[src/rtl/evt_cnt_pkg.sv]
package evt_cnt_pkg;
  typedef enum logic [1:0] {
    SRC_PIN  = 2'b00,
    SRC_DIV2 = 2'b01,
    SRC_DIV4 = 2'b10,
    SRC_DIV8 = 2'b11
  } src_sel_e;

  typedef enum logic [1:0] {
    EDGE_RISE     = 2'b00,
    EDGE_FALL     = 2'b01,
    EDGE_BOTH     = 2'b10,
    EDGE_RISE_ALT = 2'b11
  } edge_sel_e;

  typedef struct packed {
    logic irq_en;
    logic rel_hi;
    logic run_hi;
    logic rel_lo;
    logic run_lo;
    logic split;
  } ctl_t;

  localparam int unsigned CTL_W       = $bits(ctl_t);
  localparam logic [2:0]  ADDR_CFG    = 3'd0;
  localparam logic [2:0]  ADDR_CTL    = 3'd1;
  localparam logic [2:0]  ADDR_STS    = 3'd2;
  localparam logic [2:0]  ADDR_CNT_LO = 3'd3;
  localparam logic [2:0]  ADDR_CNT_HI = 3'd4;
endpackage

[src/rtl/evt_prescale.sv]
module evt_prescale #(
  parameter int unsigned PRE_W = 3
) (
  input  logic             clk_i,
  input  logic             rst_ni,
  output logic [PRE_W-1:0] tick_o
);
  logic [PRE_W-1:0] cnt_q;

  always_ff @(posedge clk_i or negedge rst_ni) begin
    if (!rst_ni) cnt_q <= '0;
    else         cnt_q <= cnt_q + 1'b1;
  end

  // tick_o[i] pulses once every 2**(i+1) cycles
  for (genvar i = 0; i < PRE_W; i++) begin : g_tick
    assign tick_o[i] = &cnt_q[i:0];
  end
endmodule

[src/rtl/evt_src.sv]
module evt_src
  import evt_cnt_pkg::*;
#(
  parameter int unsigned SYNC_STAGES = 2,
  parameter int unsigned PRE_W       = 3
) (
  input  logic             clk_i,
  input  logic             rst_ni,
  input  logic             pin_i,
  input  src_sel_e         src_i,
  input  edge_sel_e        edge_i,
  input  logic [PRE_W-1:0] tick_i,
  output logic             evt_o
);
  logic [SYNC_STAGES:0] sh_q;
  logic cur, prev, rise, fall, pin_evt;

  always_ff @(posedge clk_i or negedge rst_ni) begin
    if (!rst_ni) sh_q <= '0;
    else         sh_q <= {sh_q[SYNC_STAGES-1:0], pin_i};
  end

  assign cur  = sh_q[SYNC_STAGES-1];
  assign prev = sh_q[SYNC_STAGES];
  assign rise = cur & ~prev;
  assign fall = ~cur & prev;

  always_comb begin
    unique case (edge_i)
      EDGE_FALL: pin_evt = fall;
      EDGE_BOTH: pin_evt = rise | fall;
      default:   pin_evt = rise;
    endcase
  end

  always_comb begin
    unique case (src_i)
      SRC_DIV2: evt_o = tick_i[0];
      SRC_DIV4: evt_o = tick_i[1];
      SRC_DIV8: evt_o = tick_i[2];
      default:  evt_o = pin_evt;
    endcase
  end
endmodule

[src/rtl/evt_half.sv]
module evt_half #(
  parameter int unsigned CNT_W = 8
) (
  input  logic             clk_i,
  input  logic             rst_ni,
  input  logic             evt_i,
  input  logic             run_i,
  input  logic             rel_i,
  output logic [CNT_W-1:0] cnt_o,
  output logic             wrap_o
);
  logic [CNT_W-1:0] cnt_q;
  logic             step;

  assign step   = rel_i & run_i & evt_i;
  assign wrap_o = step & (&cnt_q);
  assign cnt_o  = cnt_q;

  always_ff @(posedge clk_i or negedge rst_ni) begin
    if (!rst_ni)     cnt_q <= '0;
    else if (!rel_i) cnt_q <= '0;
    else if (step)   cnt_q <= cnt_q + 1'b1;
  end
endmodule

[src/rtl/evt_cnt_pair.sv]
module evt_cnt_pair
  import evt_cnt_pkg::*;
#(
  parameter int unsigned DATA_W      = 8,
  parameter int unsigned ADDR_W      = 3,
  parameter int unsigned SYNC_STAGES = 2
) (
  input  logic              clk_i,
  input  logic              rst_ni,
  input  logic              gate_a_i,
  input  logic              gate_b_i,
  input  logic              pin_lo_i,
  input  logic              pin_hi_i,
  input  logic              we_i,
  input  logic [ADDR_W-1:0] addr_i,
  input  logic [DATA_W-1:0] wdata_i,
  output logic [DATA_W-1:0] rdata_o,
  output logic              irq_o
);
  localparam int unsigned CNT_W = DATA_W;
  localparam int unsigned PRE_W = 3;

  logic [DATA_W-1:0] cfg_q;
  ctl_t              ctl_q;
  logic              ovf_lo_q, ovf_hi_q, irq_flag_q;
  logic [PRE_W-1:0]  tick;
  logic              src_evt_lo, src_evt_hi, gate_en;
  logic              evt_lo, evt_hi, wrap_lo, wrap_hi;
  logic              ovf_lo_set, ovf_hi_set, sts_wr;
  logic [CNT_W-1:0]  cnt_lo, cnt_hi;

  evt_prescale #(.PRE_W(PRE_W)) i_prescale (
    .clk_i, .rst_ni, .tick_o(tick)
  );

  evt_src #(.SYNC_STAGES(SYNC_STAGES), .PRE_W(PRE_W)) i_src_lo (
    .clk_i, .rst_ni, .pin_i(pin_lo_i),
    .src_i(src_sel_e'(cfg_q[1:0])), .edge_i(edge_sel_e'(cfg_q[3:2])),
    .tick_i(tick), .evt_o(src_evt_lo)
  );

  evt_src #(.SYNC_STAGES(SYNC_STAGES), .PRE_W(PRE_W)) i_src_hi (
    .clk_i, .rst_ni, .pin_i(pin_hi_i),
    .src_i(src_sel_e'(cfg_q[5:4])), .edge_i(edge_sel_e'(cfg_q[7:6])),
    .tick_i(tick), .evt_o(src_evt_hi)
  );

  assign gate_en = gate_a_i | gate_b_i;
  assign evt_lo  = src_evt_lo & gate_en;
  // cascade: high half steps on low wrap (already gated)
  assign evt_hi  = ctl_q.split ? (src_evt_hi & gate_en) : wrap_lo;

  evt_half #(.CNT_W(CNT_W)) i_half_lo (
    .clk_i, .rst_ni, .evt_i(evt_lo), .run_i(ctl_q.run_lo), .rel_i(ctl_q.rel_lo),
    .cnt_o(cnt_lo), .wrap_o(wrap_lo)
  );

  evt_half #(.CNT_W(CNT_W)) i_half_hi (
    .clk_i, .rst_ni, .evt_i(evt_hi), .run_i(ctl_q.run_hi), .rel_i(ctl_q.rel_hi),
    .cnt_o(cnt_hi), .wrap_o(wrap_hi)
  );

  assign ovf_lo_set = wrap_lo & ctl_q.split;
  assign ovf_hi_set = wrap_hi;
  assign sts_wr     = we_i && (addr_i == ADDR_W'(ADDR_STS));

  always_ff @(posedge clk_i or negedge rst_ni) begin
    if (!rst_ni) begin
      cfg_q <= '0;
      ctl_q <= '0;
    end else if (we_i) begin
      if (addr_i == ADDR_W'(ADDR_CFG)) cfg_q <= wdata_i;
      if (addr_i == ADDR_W'(ADDR_CTL)) ctl_q <= ctl_t'(wdata_i[CTL_W-1:0]);
    end
  end

  // sticky flags: set wins over a write-0 clear
  always_ff @(posedge clk_i or negedge rst_ni) begin
    if (!rst_ni) begin
      ovf_lo_q   <= 1'b0;
      ovf_hi_q   <= 1'b0;
      irq_flag_q <= 1'b0;
    end else begin
      ovf_lo_q   <= ovf_lo_set | (ovf_lo_q & (~sts_wr | wdata_i[0]));
      ovf_hi_q   <= ovf_hi_set | (ovf_hi_q & (~sts_wr | wdata_i[1]));
      irq_flag_q <= ovf_lo_set | ovf_hi_set | (irq_flag_q & (~sts_wr | wdata_i[2]));
    end
  end

  assign irq_o = irq_flag_q & ctl_q.irq_en;

  always_comb begin
    rdata_o = '0;
    unique case (addr_i)
      ADDR_W'(ADDR_CFG):    rdata_o = cfg_q;
      ADDR_W'(ADDR_CTL):    rdata_o = DATA_W'(ctl_q);
      ADDR_W'(ADDR_STS):    rdata_o = DATA_W'({irq_flag_q, ovf_hi_q, ovf_lo_q});
      ADDR_W'(ADDR_CNT_LO): rdata_o = cnt_lo;
      ADDR_W'(ADDR_CNT_HI): rdata_o = cnt_hi;
      default:              rdata_o = '0;
    endcase
  end
endmodule

[config.mk]
export PLATFORM = sky130hd
export DESIGN_NAME = evt_cnt_pair
export DESIGN_NICKNAME = d
export VERILOG_FILES = /design/src/rtl/evt_cnt_pkg.sv /design/src/rtl/evt_prescale.sv /design/src/rtl/evt_src.sv /design/src/rtl/evt_half.sv /design/src/rtl/evt_cnt_pair.sv
export SDC_FILE = /design/constraint.sdc
export NUM_CORES = 1
export LEC_CHECK = 0
export BUFFER_PORTS_ARGS = -buffer_cell sky130_fd_sc_hd__buf_2
export CAP_MARGIN = 10
export CORE_MARGIN = 3
export CORE_UTILIZATION = 60
export CTS_BUF_LIST = sky130_fd_sc_hd__clkbuf_8
export DETAILED_ROUTE_END_ITERATION = 6
export PLACE_DENSITY = 0.86
export SLEW_MARGIN = 5
export SYNTH_ARGS = -nofsm -noshare
export SYNTH_HDL_FRONTEND = slang
export SYNTH_SLANG_ARGS = --single-unit
export TNS_END_PERCENT = 100
[constraint.sdc]
create_clock -name clk_i -period 2.5 [get_ports clk_i]
set_input_delay 0.75 -clock clk_i [delete_from_list [all_inputs] [get_ports clk_i]]
set_output_delay 0.75 -clock clk_i [all_outputs]
set_load 0.03 [all_outputs]
## Yosys cells after proc, flatten, opt, wreduce, memory -nomap -nowiden

Cells that the tools add are included.

| storage, ports and cells | value |
|---|---|
| flip-flop bits (word level) | 42 |
| output and inout port bits | 9 |
| input port bits | 18 |

| cells by class | value |
|---|---|
| mux-type cells | 10 |
| equality and inequality tests | 16 |
| add/subtract/negate cells | 3 |
| reductions and logical operators | 8 |
| bitwise gates (word level) | 32 |

Operators with widths:

| operator | number |
|---|---|
| 8-bit case mux with 5 select lines | 1 |
| 8-bit two-way mux | 4 |
| 1-bit AND | 17 |
| 8-bit by 1-bit adder with 8-bit output (second input constant) | 2 |
| 8-bit AND reduction | 2 |
| 2-bit equality test (second input constant) | 6 |
| 1-bit bitwise OR | 10 |
| 2-bit by 1-bit equality test with 1-bit output (second input constant) | 4 |
| 3-bit by 2-bit equality test with 1-bit output (second input constant) | 2 |
| 1-bit case mux with 3 select lines | 2 |
| 2-bit AND reduction | 3 |
| 1-bit inverter | 5 |
| 2-bit by 1-bit != test with 1-bit output (second input constant) | 2 |
| 1-bit case mux with 2 select lines | 2 |
| 3-bit by 1-bit adder with 3-bit output (second input constant) | 1 |
| 3-bit by 1-bit equality test with 1-bit output (second input constant) | 1 |
| 3-bit equality test (second input constant) | 1 |
| 3-bit logical NOT | 1 |
| 3-bit AND reduction | 1 |
| 1-bit logical AND | 1 |
| 1-bit two-way mux | 1 |

## Depth between registers and ports, before layout

| logic depth | value |
|---|---|
| depth after elaboration | 13 |
| depth in mapped cells | 8 |
| depth with buffers taken out | 7 |

## By module

Synthesis repeated with hierarchy kept, for this count alone.

| second synthesis, totals | value |
|---|---|
| cells, all modules | 216 |
| area, all modules | 2308.5 um^2 |

By module, submodules not included:

| module | area each (um^2) | times used | cells an instance |
|---|---|---|---|
| evt_cnt_pair | 998.5 | 1 | 89 |
| evt_half | 395.4 | 2 | 42 |
| evt_src | 203.9 | 2 | 18 |
| evt_prescale | 111.4 | 1 | 7 |

## Least setup slack after synthesis

OpenSTA, ideal clock, no wires.

| path | value |
|---|---|
| kind | in2out |
| from | input port addr_i[0] |
| to | output port rdata_o[6] |
| data arrival time | 2.074 ns |
| path slack | -0.324 ns |
| required time | 1.750 ns |
| path buffers | 1 |
| stages on the path | 4 |
| path through | clkbuf_1 -> and2_1 -> a22oi_1 -> o21ai_0 |

| on the way | value |
|---|---|
| cells in the longest elaborated chain, start to end | 2 |

Ends and longest elaborated chain:

| item | RTL line | RTL |
|---|---|---|
| start, declared | evt_cnt_pair.sv:15 | `input logic [ADDR_W-1:0] addr_i,` |
| 3-bit equality test, or another cell as far along | evt_cnt_pair.sv:94 | `unique case (addr_i)` |
| 8-bit case mux with 5 select lines * | evt_cnt_pair.sv:94 |  |
| end, declared | evt_cnt_pair.sv:17 | `output logic [DATA_W-1:0] rdata_o,` |

Every way passes the cells marked *; elsewhere a longest branch is shown, timed or not.

## Worst setup path after layout

| path | value |
|---|---|
| from | input port addr_i[1] |
| to | output port rdata_o[0] |

The elaborated chain is that of the path after synthesis.

==> flow_metrics.env <==
export IMPL_path_class="input port to output port"
export IMPL_antenna_cells=0
export IMPL_antenna_found_initial=0
export IMPL_maxCapViolCount=0
export IMPL_cts_max_level=2
export IMPL_period_share_pct=97.08
export IMPL_crit_start="addr_i[1]"
export IMPL_top_layer_used="met4"
export IMPL_grt_total_usage_pct=26.56
export IMPL_cts_sinks=42
export IMPL_die_w_um=68.53
export IMPL_hold_class="flop to flop"
export IMPL_slew_headroom_pct=65.32
export IMPL_die_area_mm2=0.004696
export IMPL_met1_length_um=2337
export IMPL_finalCriticalPeriod_ns=2.427
export IMPL_drt_initial_drc_count=131
export IMPL_r2r_slack_ns=0.24
export IMPL_power_mw=1.820
export IMPL_regToRegStartpoint="i_prescale.cnt_q[0]"
export IMPL_hold_start="i_src_hi.sh_q[0]"
export IMPL_postLayoutCellArea_mm2=0.002761
export IMPL_worstPathRequired_ns=1.75
export IMPL_die_y_um=68.53
export IMPL_cp_start_kind="input port"
export IMPL_synth_area_mm2=0.002346
export IMPL_holdBufCountCts=0
export IMPL_hold_slack_ns=0.3601
export IMPL_crit_end="rdata_o[0]"
export IMPL_finalHoldViolations=0
export IMPL_start_util_pct=63.13
export IMPL_path_clk_slew_ns=0.08
export IMPL_drc=0
export IMPL_yosysTopAreaCellShare_pct=44.80
export IMPL_worst_slew_pin_slew_ns=0.5202
export IMPL_ir_drop_mv=0.6670
export IMPL_layout_commonest_cell="dfrtp_1"
export IMPL_syn_num_nets=269
export IMPL_r2r_end="irq_flag_q"
export IMPL_netlist_top_cells_area="dfrtp_1, mux2i_1, ha_1"
export IMPL_dpl_cell_area_mm2=0.002609
export IMPL_run_status="finished, final reports clean"
export IMPL_core_area_mm2=0.003716
export IMPL_grt_pass1_wl_um=9018
export IMPL_cts_tree="done"
export IMPL_final_cell_mix="dfrtp_1, nand2_1, buf_2"
export IMPL_rows=22
export IMPL_synth_ff_type="dfrtp_1"
export IMPL_post_cts_buffers=0
export IMPL_async_flop_share_pct=100.0
export IMPL_ys_ff_latch=42
export IMPL_route_final_wire_length_um=5387
export IMPL_clk_latency_ns=0.30
export IMPL_wl_met2_um=2508
export IMPL_grt_max_degree=43
export IMPL_postSynthCellCount=239
export IMPL_ys_seq_area_share_pct=44.80
export IMPL_numCtsBuffers=5
export IMPL_wire_per_inst_um=16.58
export IMPL_setup_viol=0
export IMPL_via_per_inst=6.018
export IMPL_worst_setup_path_end_kind="output port"
export IMPL_synth_enable_flop_cells=0
export IMPL_cts_max_path_buffers=2
export IMPL_syn_area_per_cell_um2=9.816
export IMPL_hpwl_um=3967
export IMPL_root_buffer="clkbuf_8"
export IMPL_io_pins=27
export IMPL_rsz0062_at_grt="false"
export IMPL_arrival_ns=1.68
export IMPL_reg2reg_depth=7
export IMPL_dr_wl_met3_um=392
export IMPL_drt_first_pass_iters=4
export IMPL_yosysWarnings=0
export IMPL_yosys_area_top_type="dfrtp_1"
export IMPL_grt_pass1_vias=1945
export IMPL_vias=1956
export IMPL_yosysUniqueCellTypes=40
export IMPL_areaGrowthSynthToFinish_pct=17.71
export IMPL_crit_fanout=13
export IMPL_final_util_pct=74.31
export IMPL_power_density_mw_per_mm2=659.2
export IMPL_drive_above_1_share_pct=22.74
export IMPL_p_leak_nw=1.248
export IMPL_report_final_slew_viol_count=0
export IMPL_place_gp_congestion=0.9551
export IMPL_overflow=0
export IMPL_layout_nets=306
export IMPL_fmax_mhz=412.1
export IMPL_ant_nets=0
export IMPL_numPortBuffers=26
export IMPL_skew_ns=0.01033
==> state kept, by name, indices dropped and copies added (netlist names) <==
name              cells
cfg_q                 8
ctl_q                 6
i_half_hi.cnt_o       8
i_half_lo.cnt_o       8
i_prescale.cnt_q      3
i_src_hi.sh_q         3
i_src_lo.sh_q         3
irq_flag_q            1
ovf_hi_q              1
ovf_lo_q              1
==> final cells by class <==
class	count	area, um2
multi-input cells	174	1229
well taps	48	60.06
fillers	273	954.7
flip-flops and latches	42	1051
clock buffers	6	82.58
repair buffers	38	222.7
inverters	15	56.30
clock inverters	2	60.06
==> stage by stage <==
| stage | std cells | setup slack [ns] | setup TNS, ns |
|---|---|---|---|
| global placement | 317 | 0.08781 | 0 |
| global route | 325 | 0.005706 | 0 |
| CTS | 325 | 0.06841 | 0 |
| detailed placement | 317 | 0.05597 | 0 |
| finish | 325 | 0.07311 | 0 |
| floorplan | 239 | -0.1247 | -0.7560 |
==> power breakdown <==
part	leakage, nW	switching [mW]	internal [mW]
clock	0.0714	0.235	0.426
sequential	0.542	0.0803	0.738
combinational	0.635	0.197	0.144
==> Yosys cell counts (5+ instances only) <==
master	instances
a211oi_1	5
a21oi_1	11
clkbuf_1	7
dfrtp_1	42
ha_1	12
inv_1	15
mux2_2	9
mux2i_1	20
nand2_1	31
nand2b_1	10
nand3_1	10
nor2_1	9
o21ai_0	16
==> critical path: stages <==
cell and delay (ns):
buf_4 0.19, mux2i_2 0.25, nor2_1 0.06, a21oi_1 0.14
o22ai_2 0.10, buf_2 0.18
==> logic make-up (layout without fill, tap and decap cells) <==
| family | count (synthesis) | after routing | share of synthesized area, % |
|---|---|---|---|
| AO/OA/AOI/OAI | 53 | 53 | 15.15 |
| adder cells (fa/ha/maj) | 12 | 12 | 6.400 |
| buffers and inverters | 23 | 61 | 3.680 |
| flip-flops | 42 | 42 | 44.80 |
| multiplexers | 29 | 29 | 12.85 |
| AND/OR/NAND/NOR | 80 | 80 | 17.12 |
==> per-layer routing <==
metal | GRT usage [%] | vias up
met2 | 42.43 | 70
li1 | - | 926
met3 | 7.942 | 13
met5 | 0 | -
met1 | 33.76 | 947
met4 | 10.42 | 0
==> worst min-delay path by stage <==
stage          depth (start not counted)                to  slack (ns)
2_1_floorplan                          0  i_src_hi.sh_q[1]        0.33
5_1_grt                                0  i_src_hi.sh_q[1]        0.37
3_3_place_gp                           0  i_src_lo.sh_q[1]        0.33
6_report                               0  i_src_hi.sh_q[1]        0.36
4_1_cts                                0  i_src_hi.sh_q[1]        0.36
3_5_place_dp                           0  i_src_lo.sh_q[1]        0.34
==> timing repair <==
action	CTS	global route
endpoints found under the setup margin	1	3
gates resized for setup	1	3
endpoints found under the hold margin	0	0
Power figures use the tool's default switching activity.
